## config.mk

```make
export PLATFORM = sky130hd
export DESIGN_NAME = i2c_tgt_regfile
export DESIGN_NICKNAME = d
export VERILOG_FILES = /design/src/rtl/i2c_tgt_pkg.sv /design/src/rtl/i2c_tgt_ctrl.sv /design/src/rtl/i2c_tgt_dpath.sv /design/src/rtl/i2c_tgt_regfile.sv
export SDC_FILE = /design/constraint.sdc
export NUM_CORES = 1
export LEC_CHECK = 0
export BUFFER_PORTS_ARGS = -buffer_cell sky130_fd_sc_hd__buf_2
export CORE_MARGIN = 5
export CORE_UTILIZATION = 55
export CTS_CLUSTER_SIZE = 40
export DETAILED_ROUTE_END_ITERATION = 8
export HOLD_SLACK_MARGIN = 0.12
export PLACE_DENSITY = 0.83
export SYNTH_ARGS = -nofsm -noshare
export SYNTH_HDL_FRONTEND = slang
export SYNTH_HIERARCHICAL = 1
export SYNTH_SLANG_ARGS = --single-unit
```

## constraint.sdc

```tcl
create_clock -name clk -period 5.1 [get_ports clk]
set_clock_uncertainty 0.15 [all_clocks]
set_input_delay 1.02 -clock clk [delete_from_list [all_inputs] [get_ports clk]]
set_output_delay 1.02 -clock clk [all_outputs]
set_load 0.02 [all_outputs]
```

## src/rtl/i2c_tgt_pkg.sv

```systemverilog
package i2c_tgt_pkg;
  localparam int IDX_W = 3;

  localparam logic [7:0] REG_DATA  = 8'h80;
  localparam logic [7:0] REG_LEN   = 8'h81;
  localparam logic [7:0] REG_STATE = 8'h82;
  localparam logic [7:0] REG_BASE  = 8'h83;
  localparam logic [7:0] REG_FREQ  = 8'h84;
  localparam logic [7:0] REG_RESET = 8'h88;
  localparam logic [7:0] REG_MODE  = 8'h89;

  typedef enum logic [2:0] {
    MODE_SM   = 3'd1,
    MODE_FM   = 3'd2,
    MODE_SMFM = 3'd3,
    MODE_FMP  = 3'd4
  } speedCode_t;

  localparam logic [31:0] KHZ_SM  = 32'd100;
  localparam logic [31:0] KHZ_FM  = 32'd400;
  localparam logic [31:0] KHZ_FMP = 32'd1000;

  // strobes from control to datapath
  typedef struct packed {
    logic             shiftIn;
    logic             commit;
    logic [7:0]       ptr;
    logic [IDX_W-1:0] idx;
  } ctrlStrobe_t;

  // bytes a write must carry before it is committed; 0 = not writable
  function automatic logic [IDX_W-1:0] wrWidth(input logic [7:0] p);
    case (p)
      REG_LEN, REG_BASE, REG_MODE: wrWidth = IDX_W'(2);
      REG_RESET:                   wrWidth = IDX_W'(1);
      default:                     wrWidth = '0;
    endcase
  endfunction

  function automatic logic [IDX_W-1:0] rdWidth(input logic [7:0] p);
    case (p)
      REG_LEN, REG_MODE: rdWidth = IDX_W'(2);
      default:           rdWidth = IDX_W'(4);
    endcase
  endfunction

  function automatic logic modeLegal(input logic [2:0] m);
    modeLegal = (m == MODE_SM) || (m == MODE_FM) || (m == MODE_SMFM) || (m == MODE_FMP);
  endfunction

  function automatic logic [31:0] modeKhz(input logic [2:0] m);
    case (m)
      MODE_SM:  modeKhz = KHZ_SM;
      MODE_FMP: modeKhz = KHZ_FMP;
      default:  modeKhz = KHZ_FM;
    endcase
  endfunction
endpackage

```

## src/rtl/i2c_tgt_ctrl.sv

```systemverilog
module i2c_tgt_ctrl
  import i2c_tgt_pkg::*;
(
  input  logic        clk,
  input  logic        rstN,
  input  logic        evStart,
  input  logic        evAddrMatch,
  input  logic        evRead,
  input  logic        evWrByte,
  input  logic [7:0]  wrByte,
  input  logic        evRdReq,
  input  logic        evStop,
  output ctrlStrobe_t strobe,
  output logic        dataWrValid,
  output logic        dataRdReq
);
  localparam logic [IDX_W-1:0] IDX_MAX = {IDX_W{1'b1}};

  logic             active;
  logic             readDir;
  logic             havePtr;
  logic [7:0]       ptr;
  logic [IDX_W-1:0] idx;

  logic endTxn, ptrByte, dataByte, readStep;

  always_comb begin
    endTxn   = (evStop || evStart) && active;
    ptrByte  = evWrByte && active && !readDir && !havePtr;
    dataByte = evWrByte && active && !readDir && havePtr;
    readStep = evRdReq && active && readDir;

    strobe.shiftIn = dataByte;
    strobe.commit  = endTxn && !readDir && havePtr;
    strobe.ptr     = ptr;
    strobe.idx     = idx;

    dataWrValid = dataByte && (ptr == REG_DATA);
    dataRdReq   = readStep && (ptr == REG_DATA);
  end

  always_ff @(posedge clk or negedge rstN) begin
    if (!rstN) begin
      active  <= 1'b0;
      readDir <= 1'b0;
      havePtr <= 1'b0;
      ptr     <= REG_DATA;
      idx     <= '0;
    end else if (evStart || evStop) begin
      active  <= 1'b0;
      havePtr <= 1'b0;
      idx     <= '0;
    end else if (evAddrMatch) begin
      active  <= 1'b1;
      readDir <= evRead;
      havePtr <= 1'b0;
      idx     <= '0;
    end else if (ptrByte) begin
      ptr     <= wrByte;
      havePtr <= 1'b1;
      idx     <= '0;
    end else if ((dataByte || readStep) && idx != IDX_MAX) begin
      idx <= idx + 1'b1;
    end
  end
endmodule

```

## src/rtl/i2c_tgt_dpath.sv

```systemverilog
module i2c_tgt_dpath
  import i2c_tgt_pkg::*;
#(
  parameter int          LEN_W    = 16,
  parameter logic [6:0]  DEF_ADDR = 7'h20,
  parameter logic [LEN_W-1:0] MIN_LEN = 16'h0010,
  parameter logic [LEN_W-1:0] MAX_LEN = 16'h0115,
  parameter logic [3:0]  CAPS     = 4'hF
) (
  input  logic             clk,
  input  logic             rstN,
  input  ctrlStrobe_t      strobe,
  input  logic [7:0]       wrByte,
  input  logic             cmdBusy,
  input  logic             respReady,
  input  logic [15:0]      respLen,
  input  logic [7:0]       dataRdByte,
  output logic [6:0]       devAddr,
  output logic [2:0]       speedMode,
  output logic             softReset,
  output logic [7:0]       rdByte
);
  localparam int ASM_W = 16;

  logic [ASM_W-1:0] asmReg;
  logic [6:0]       addrAct, addrKeep;
  logic [2:0]       modeAct, modeKeep;
  logic [LEN_W-1:0] lenAct;
  logic             rstPulse;

  logic [IDX_W-1:0] wWidth, rWidth, pos;
  logic             complete;
  logic [LEN_W-1:0] lenClamped;
  logic [31:0]      word, shifted;

  always_comb begin
    wWidth   = wrWidth(strobe.ptr);
    complete = strobe.commit && (wWidth != '0) && (strobe.idx >= wWidth);
    if (asmReg[LEN_W-1:0] < MIN_LEN)      lenClamped = MIN_LEN;
    else if (asmReg[LEN_W-1:0] > MAX_LEN) lenClamped = MAX_LEN;
    else                                  lenClamped = asmReg[LEN_W-1:0];
  end

  always_ff @(posedge clk or negedge rstN) begin
    if (!rstN) begin
      asmReg   <= '0;
      addrAct  <= DEF_ADDR;
      addrKeep <= DEF_ADDR;
      modeAct  <= MODE_SMFM;
      modeKeep <= MODE_SMFM;
      lenAct   <= MAX_LEN;
      rstPulse <= 1'b0;
    end else begin
      rstPulse <= 1'b0;
      if (rstPulse) begin
        addrAct <= addrKeep;
        modeAct <= modeKeep;
        lenAct  <= MAX_LEN;
      end
      if (strobe.shiftIn && strobe.idx < wWidth)
        asmReg <= {asmReg[ASM_W-9:0], wrByte};
      if (complete) begin
        case (strobe.ptr)
          REG_LEN: lenAct <= lenClamped;
          REG_BASE: begin
            addrAct <= asmReg[6:0];
            if (asmReg[15]) addrKeep <= asmReg[6:0];
          end
          REG_MODE: begin
            if (modeLegal(asmReg[2:0])) begin
              modeAct <= asmReg[2:0];
              if (asmReg[15]) modeKeep <= asmReg[2:0];
            end
          end
          REG_RESET: rstPulse <= 1'b1;
          default: ;
        endcase
      end
    end
  end

  always_comb begin
    rWidth = rdWidth(strobe.ptr);
    case (strobe.ptr)
      REG_LEN:   word = 32'(lenAct);
      REG_STATE: word = {cmdBusy, respReady, 2'b00, CAPS, 8'h00, respLen};
      REG_FREQ:  word = modeKhz(modeAct);
      REG_MODE:  word = {29'd0, modeAct};
      default:   word = 32'hFFFF_FFFF;
    endcase
    pos     = rWidth - IDX_W'(1) - strobe.idx;
    shifted = word >> {pos[1:0], 3'b000};
    if (strobe.ptr == REG_DATA)    rdByte = dataRdByte;
    else if (strobe.idx >= rWidth) rdByte = 8'hFF;
    else                           rdByte = shifted[7:0];
  end

  assign devAddr   = addrAct;
  assign speedMode = modeAct;
  assign softReset = rstPulse;
endmodule

```

## src/rtl/i2c_tgt_regfile.sv

```systemverilog
module i2c_tgt_regfile
  import i2c_tgt_pkg::*;
#(
  parameter logic [6:0]  DEF_ADDR = 7'h20,
  parameter logic [15:0] MIN_LEN  = 16'h0010,
  parameter logic [15:0] MAX_LEN  = 16'h0115,
  parameter logic [3:0]  CAPS     = 4'hF
) (
  input  logic        clk,
  input  logic        rstN,
  input  logic        evStart,
  input  logic        evAddrMatch,
  input  logic        evRead,
  input  logic        evWrByte,
  input  logic [7:0]  wrByte,
  input  logic        evRdReq,
  input  logic        evStop,
  output logic [7:0]  rdByte,
  output logic [6:0]  devAddr,
  output logic        softReset,
  output logic [2:0]  speedMode,
  output logic        dataWrValid,
  output logic [7:0]  dataWrByte,
  output logic        dataRdReq,
  input  logic [7:0]  dataRdByte,
  input  logic        cmdBusy,
  input  logic        respReady,
  input  logic [15:0] respLen
);
  ctrlStrobe_t strobe;

  i2c_tgt_ctrl u_ctrl (
    .clk(clk), .rstN(rstN), .evStart(evStart), .evAddrMatch(evAddrMatch),
    .evRead(evRead), .evWrByte(evWrByte), .wrByte(wrByte), .evRdReq(evRdReq),
    .evStop(evStop), .strobe(strobe), .dataWrValid(dataWrValid), .dataRdReq(dataRdReq)
  );

  i2c_tgt_dpath #(
    .LEN_W(16), .DEF_ADDR(DEF_ADDR), .MIN_LEN(MIN_LEN), .MAX_LEN(MAX_LEN), .CAPS(CAPS)
  ) u_dpath (
    .clk(clk), .rstN(rstN), .strobe(strobe), .wrByte(wrByte), .cmdBusy(cmdBusy),
    .respReady(respReady), .respLen(respLen), .dataRdByte(dataRdByte),
    .devAddr(devAddr), .speedMode(speedMode), .softReset(softReset), .rdByte(rdByte)
  );

  assign dataWrByte = wrByte;
endmodule

```

After elaboration in Yosys (flattened, before gate mapping)
Index checks and enable logic that the tools add are counted.
- output and inout port bits: 29
- bits of input ports: 42
- flip-flop bits (word level): 67
- reductions and logical operators: 32
- equality and inequality tests: 14
- bitwise logic cells: 2
- shift-type cells: 1
- $lt $le $gt $ge: 5
- add/subtract/negate cells: 3
- muxes and demuxes: 29
- operator list (cell ; number):
    $pmux W32 S4 ; 1
    $mux W16 ; 5
    $eq A8 B8 Y1 const B ; 7
    $shr A32 B5 Y8 ; 1
    $mux W3 ; 9
    $mux W7 ; 3
    $pmux W10 S2 ; 1
    $gt A16 B9 Y1 const B ; 1
    $lt A16 B5 Y1 const B ; 1
    $mux W8 ; 2
    $logic_and A1 B1 Y1 ; 15
    $mux W1 ; 7
    $eq A3 B1 Y1 const B ; 2
    $eq A3 B2 Y1 const B ; 2
    $eq A3 B3 Y1 const B ; 2
    $reduce_and A3 Y1 ; 2
    $reduce_bool A3 Y1 ; 2
    $logic_or A1 B1 Y1 ; 5
    $pmux W2 S2 ; 1
    $reduce_and A4 Y1 ; 1
    $reduce_bool A4 Y1 ; 1
    $add A3 B1 Y3 const B ; 1
    $ge A3 B2 Y1 ; 1
    $ge A3 B3 Y1 ; 1
    10 further kinds ; 12

Longest topological paths before layout
- depth in word-level cells: 9
- gate-level depth with buffers: 12
- depth with buffers taken out: 9

Cells and area by module
Netlist, hierarchy kept.
- by module, submodules not included (module ; sequential area each (um^2) ; area each (um^2) ; instances ; cells each):
    i2c_tgt_dpath ; 1338.8 ; 2951.6 ; 1 ; 288
    i2c_tgt_ctrl ; 351.6 ; 747.0 ; 1 ; 61
    i2c_tgt_regfile ; 0.0 ; 60.1 ; 1 ; 8

Least setup slack after synthesis
OpenSTA, ideal clock, no wires.
- path type: register -> output
- start point: register u_ctrl.ptr[7]
- end point: output rdByte[7]
- slack: 0.984 ns
- data arrival time: 2.946 ns
- stages on the path, launching flop included: 9
- buffers on the path: 1
- cell sequence: dfstp_2 > or4b_1 > buf_2 > nor3_1 > ha_1 > inv_1 > o21ai_0 > a2111o_1 > o32a_1
- cells in the longest elaborated chain, start to end: 8
- RTL lines (what ; RTL line ; source):
    start, declared ; i2c_tgt_ctrl.sv:22 ; logic [7:0] ptr;
    start signal, assigned ; i2c_tgt_ctrl.sv:59 ; ptr <= wrByte;
    $eq A8 B8 Y1 ; i2c_tgt_pkg.sv:41, i2c_tgt_dpath.sv:84 ;
    $reduce_or A2 Y1 ; i2c_tgt_pkg.sv:41 ; case (p)
    $mux W3 ; i2c_tgt_pkg.sv:41 ;
    $sub A2 B1 Y2 ; i2c_tgt_dpath.sv:91 ; pos = rWidth - IDX_W'(1) - strobe.idx;
    $sub A2 B2 Y2 ; i2c_tgt_dpath.sv:91 ;
    $shr A32 B5 Y8 ; i2c_tgt_dpath.sv:92 ; shifted = word >> {pos[1:0], 3'b000};
    $mux W8 ; i2c_tgt_dpath.sv:94 ; else if (strobe.idx >= rWidth) rdByte = 8'hFF;
    $mux W8 * ; i2c_tgt_dpath.sv:93 ; if (strobe.ptr == REG_DATA) rdByte = dataRdByte;
    end, declared ; i2c_tgt_regfile.sv:18 ; output logic [7:0] rdByte,
Every way passes the cells marked *; elsewhere a longest branch is shown, timed or not.

Final worst setup path
- start point: register u_ctrl.ptr[7]
- end point: output rdByte[0]
The elaborated chain is that of the path after synthesis.

==> metrics.txt <==
status=finished, final reports clean; WL per Instance=about 19 um; Gate power share=11.3%; fill count=~520; Yosys reg bits=67; layout cells sized above 1=roughly 34%; initial core utilization=between 50 and 60%; FMAX=212.9 MHz; FP Rows=30; Peak VDD IR=between 0.15 and 0.2 mV; footprint of the multi-input gates=roughly 1900 um^2; CTS clk-pin slew, worst paths=around 0.080 ns; relative slew slack=around 40%; Static Leak=a little over 0.002 uW; CP Max Fanout=10; DR DRC count=0; EDFF count, synth=0; GP Congestion=0.9065; Syn Area/Cell=approximately 11 um^2; Max-cap violations=0; Least-Margin Pin Slew=approximately 0.9 ns; initial antenna violation count=0; vias in the first global route=about 2,900; largest net degree at the start of global routing=56; hpwl dp=6.719 mm; Arr. time, crit path=roughly 3.5 ns; Finished Layout Cells=between 400 and 500; setup tns final=0 ns; Final nets=462; hold_buf cts=0; via count=about 3,100; Ys Warns=6; gr usage total=between 20% and 30%; CTS tree=built; worst hold-check path type=reg2reg; core area=about 6700 um^2; Critical Setup Path Class=reg2out; I/O pin count=between 70 and 80; FFs w/ async S/R, synth=between 90% and 100%; Pwr Density=278.4 nW/um^2; DRT iter0 DRCs=~220; Worst Setup Start Kind=register; H-tree depth=3; Slew Limit Fails=0; Routed WL=9.291 mm; Psw=between 300 and 400 uW; final worst path period need=roughly 4.7 ns; clk root buf=clkbuf_8; CP endpoint kind=output pin; maximum clock insertion buffer count=2; Worst-Skew Late Latency=between 0.3 and 0.4 ns; final setup fails=0; Post-Syn Nets=405; first-pass GRT wire length=around 15 mm; DRT Pass-1 Iters=5; Via density=a little over 6; diode count=0; Seq pwr share=~47%; Vert. Die Dim=between 90 and 100 um; CTS Sinks=67; Detail Route Antenna Nets=0; placed cells=around 480; Yosys cell types=between 60 and 70; Tcrit/Tclk final=about 92%; Buffers on Ports=70; register area=~1700 um^2; CTS Buf Count=9; synthesized area=between 3000 and 4000 um^2; Clock power frac=about 41%; switching fraction of total power=between 20% and 30%; Hold Violations, Final=0; area delta synth->final=14.45%; Post-CTS Setup Inserts=0; Primary FF master, synth=dfrtp_1; DIE AREA=~8600 um^2; internal power=about 880 uW; RSZ-0062 raised after global routing=false; GR Overflow Total=0; PostCTS Resize Cnt=0; Die W=between 90 and 100 um; cells after synthesis=around 360; Req. time, crit path=3.93 ns; sequential area share after synthesis=44.97%
==> cell usage after synthesis, types with 4 or more instances <==
| cell | number | area, um^2 |
|---|---|---|
| o21ai_0 | 7 | 35.03 |
| dfrtp_1 | 56 | 1401 |
| a22o_1 | 8 | 70.07 |
| mux2_4 | 15 | 225.2 |
| nand2_1 | 20 | 75.07 |
| mux2_2 | 22 | 247.7 |
| a31oi_1 | 8 | 50.05 |
| dfstp_2 | 11 | 289.0 |
| and2_1 | 9 | 56.30 |
| nand2b_1 | 5 | 31.28 |
| inv_1 | 11 | 41.29 |
| a22oi_1 | 4 | 30.03 |
| buf_4 | 9 | 67.56 |
| nor3_1 | 6 | 30.03 |
| o2bb2ai_1 | 5 | 43.79 |
| mux2i_1 | 10 | 100.1 |
| ha_1 | 6 | 75.07 |
| nand3_1 | 6 | 30.03 |
| a32oi_1 | 5 | 43.79 |
| nor4_1 | 7 | 43.79 |
| nor2_1 | 32 | 120.1 |
| a21oi_1 | 19 | 95.09 |
| clkbuf_1 | 11 | 41.29 |
| nor3b_1 | 5 | 37.54 |
==> state kept, by name, summed over array words and instances, names as in the netlist <==
name and cells:
u_dpath/lenAct 16, u_ctrl/idx 3, u_ctrl/havePtr 1, u_ctrl/ptr 8, u_dpath/addrKeep 7, u_dpath/softReset 1
u_dpath/speedMode 3, u_ctrl/active 1, u_dpath/devAddr 7, u_dpath/asmReg 16, u_dpath/modeKeep 3, u_ctrl/readDir 1
==> layout by cell type (no fill, tap or decap), types with 8 or more instances in the layout <==
master / synthesis / final
buf_2: 3 / 70
dfrtp_1: 56 / 56
nor2_1: 32 / 32
mux2_2: 22 / 22
nand2_1: 20 / 20
a21oi_1: 19 / 19
mux2_4: 15 / 15
dfstp_2: 11 / 11
inv_1: 11 / 11
mux2i_1: 10 / 10
clkbuf_8: 0 / 9
and2_1: 9 / 9
a31oi_1: 8 / 8
a22o_1: 8 / 8
==> stage by stage <==
| stage | cell area (um^2) | total power (uW) | util (%) | hold WS, ns | setup WS, ns |
|---|---|---|---|---|---|
| 2_1_floorplan | 3759 | 659.6 | - | 0.2948 | 0.9836 |
| 3_3_place_gp | 4078 | 706.2 | 60.69 | 0.3182 | 0.9397 |
| 3_5_place_dp | 4078 | 711.1 | 60.69 | 0.3199 | 0.7992 |
| 4_1_cts | 4302 | 1207 | 64.02 | 0.3420 | 0.4154 |
| 5_1_grt | 4302 | 1244 | 64.02 | 0.3528 | 0.1893 |
| 6_report | 4302 | 1198 | 64.02 | 0.3453 | 0.4034 |
==> cells by family after synthesis <==
group / share of synthesized area, %
AOI/OAI and AO/OA: 14.51
xor gates and xnor gates: 0.6992
adders and majority gates: 1.997
buffers and inverters: 5.193
DFF: 44.97
muxes: 15.55
and+or+nand+nor: 17.08
==> power groups by stage <==
| stage | combinational (uW) | clock, uW | sequential, uW |
|---|---|---|---|
| after floorplan | 99.8 | 0 | 560 |
| after global placement | 131 | 0 | 575 |
| after global routing | 147 | 527 | 570 |
| after detailed placement | 134 | 0 | 577 |
| after CTS | 135 | 506 | 567 |
| final | 136 | 494 | 567 |
==> worst paths after layout <==
path / startpoint / to / slack [ns] / depth (start not counted)
min in group asynchronous: rstN / u_dpath/speedMode[2] / 0.40 / 1
worst min-delay path: u_dpath/lenAct[9] / u_dpath/lenAct[9] / 0.35 / 1
worst max register to register: u_ctrl/ptr[7] / u_dpath/addrKeep[3] / 1.19 / 9
worst min register to register: u_dpath/lenAct[9] / u_dpath/lenAct[9] / 0.35 / 1
max in group asynchronous: rstN / u_dpath/lenAct[13] / 3.42 / 2
worst max-delay path: u_ctrl/ptr[7] / rdByte[0] / 0.40 / 9
==> critical path, stage by stage, from the launching register on <==
cell and delay, ns:
dfstp_2 0.54, or4b_1 0.63, nor3_1 0.30, ha_1 0.35
inv_1 0.17, o21ai_0 0.12, a2111o_1 0.50, a21oi_1 0.29
a21oi_1 0.11, buf_2 0.17
==> layout make-up <==
cell class,instances,share of cell area [%]
multi-input cells,252,43.54
flip-flops and latches,67,39.30
repair buffers,73,8.668
clock buffers,9,2.880
clock inverters,7,2.327
well taps,80,2.327
inverters,11,0.9599
==> per-layer routing <==
metal | GRT usage (%) | wire length, um
met3 | 4.549 | 658
met1 | 30.29 | 4112
met5 | 0 | 0
met4 | 5.983 | 124
met2 | 35.29 | 4396
Note: power is estimated with default switching activity, not from simulation.
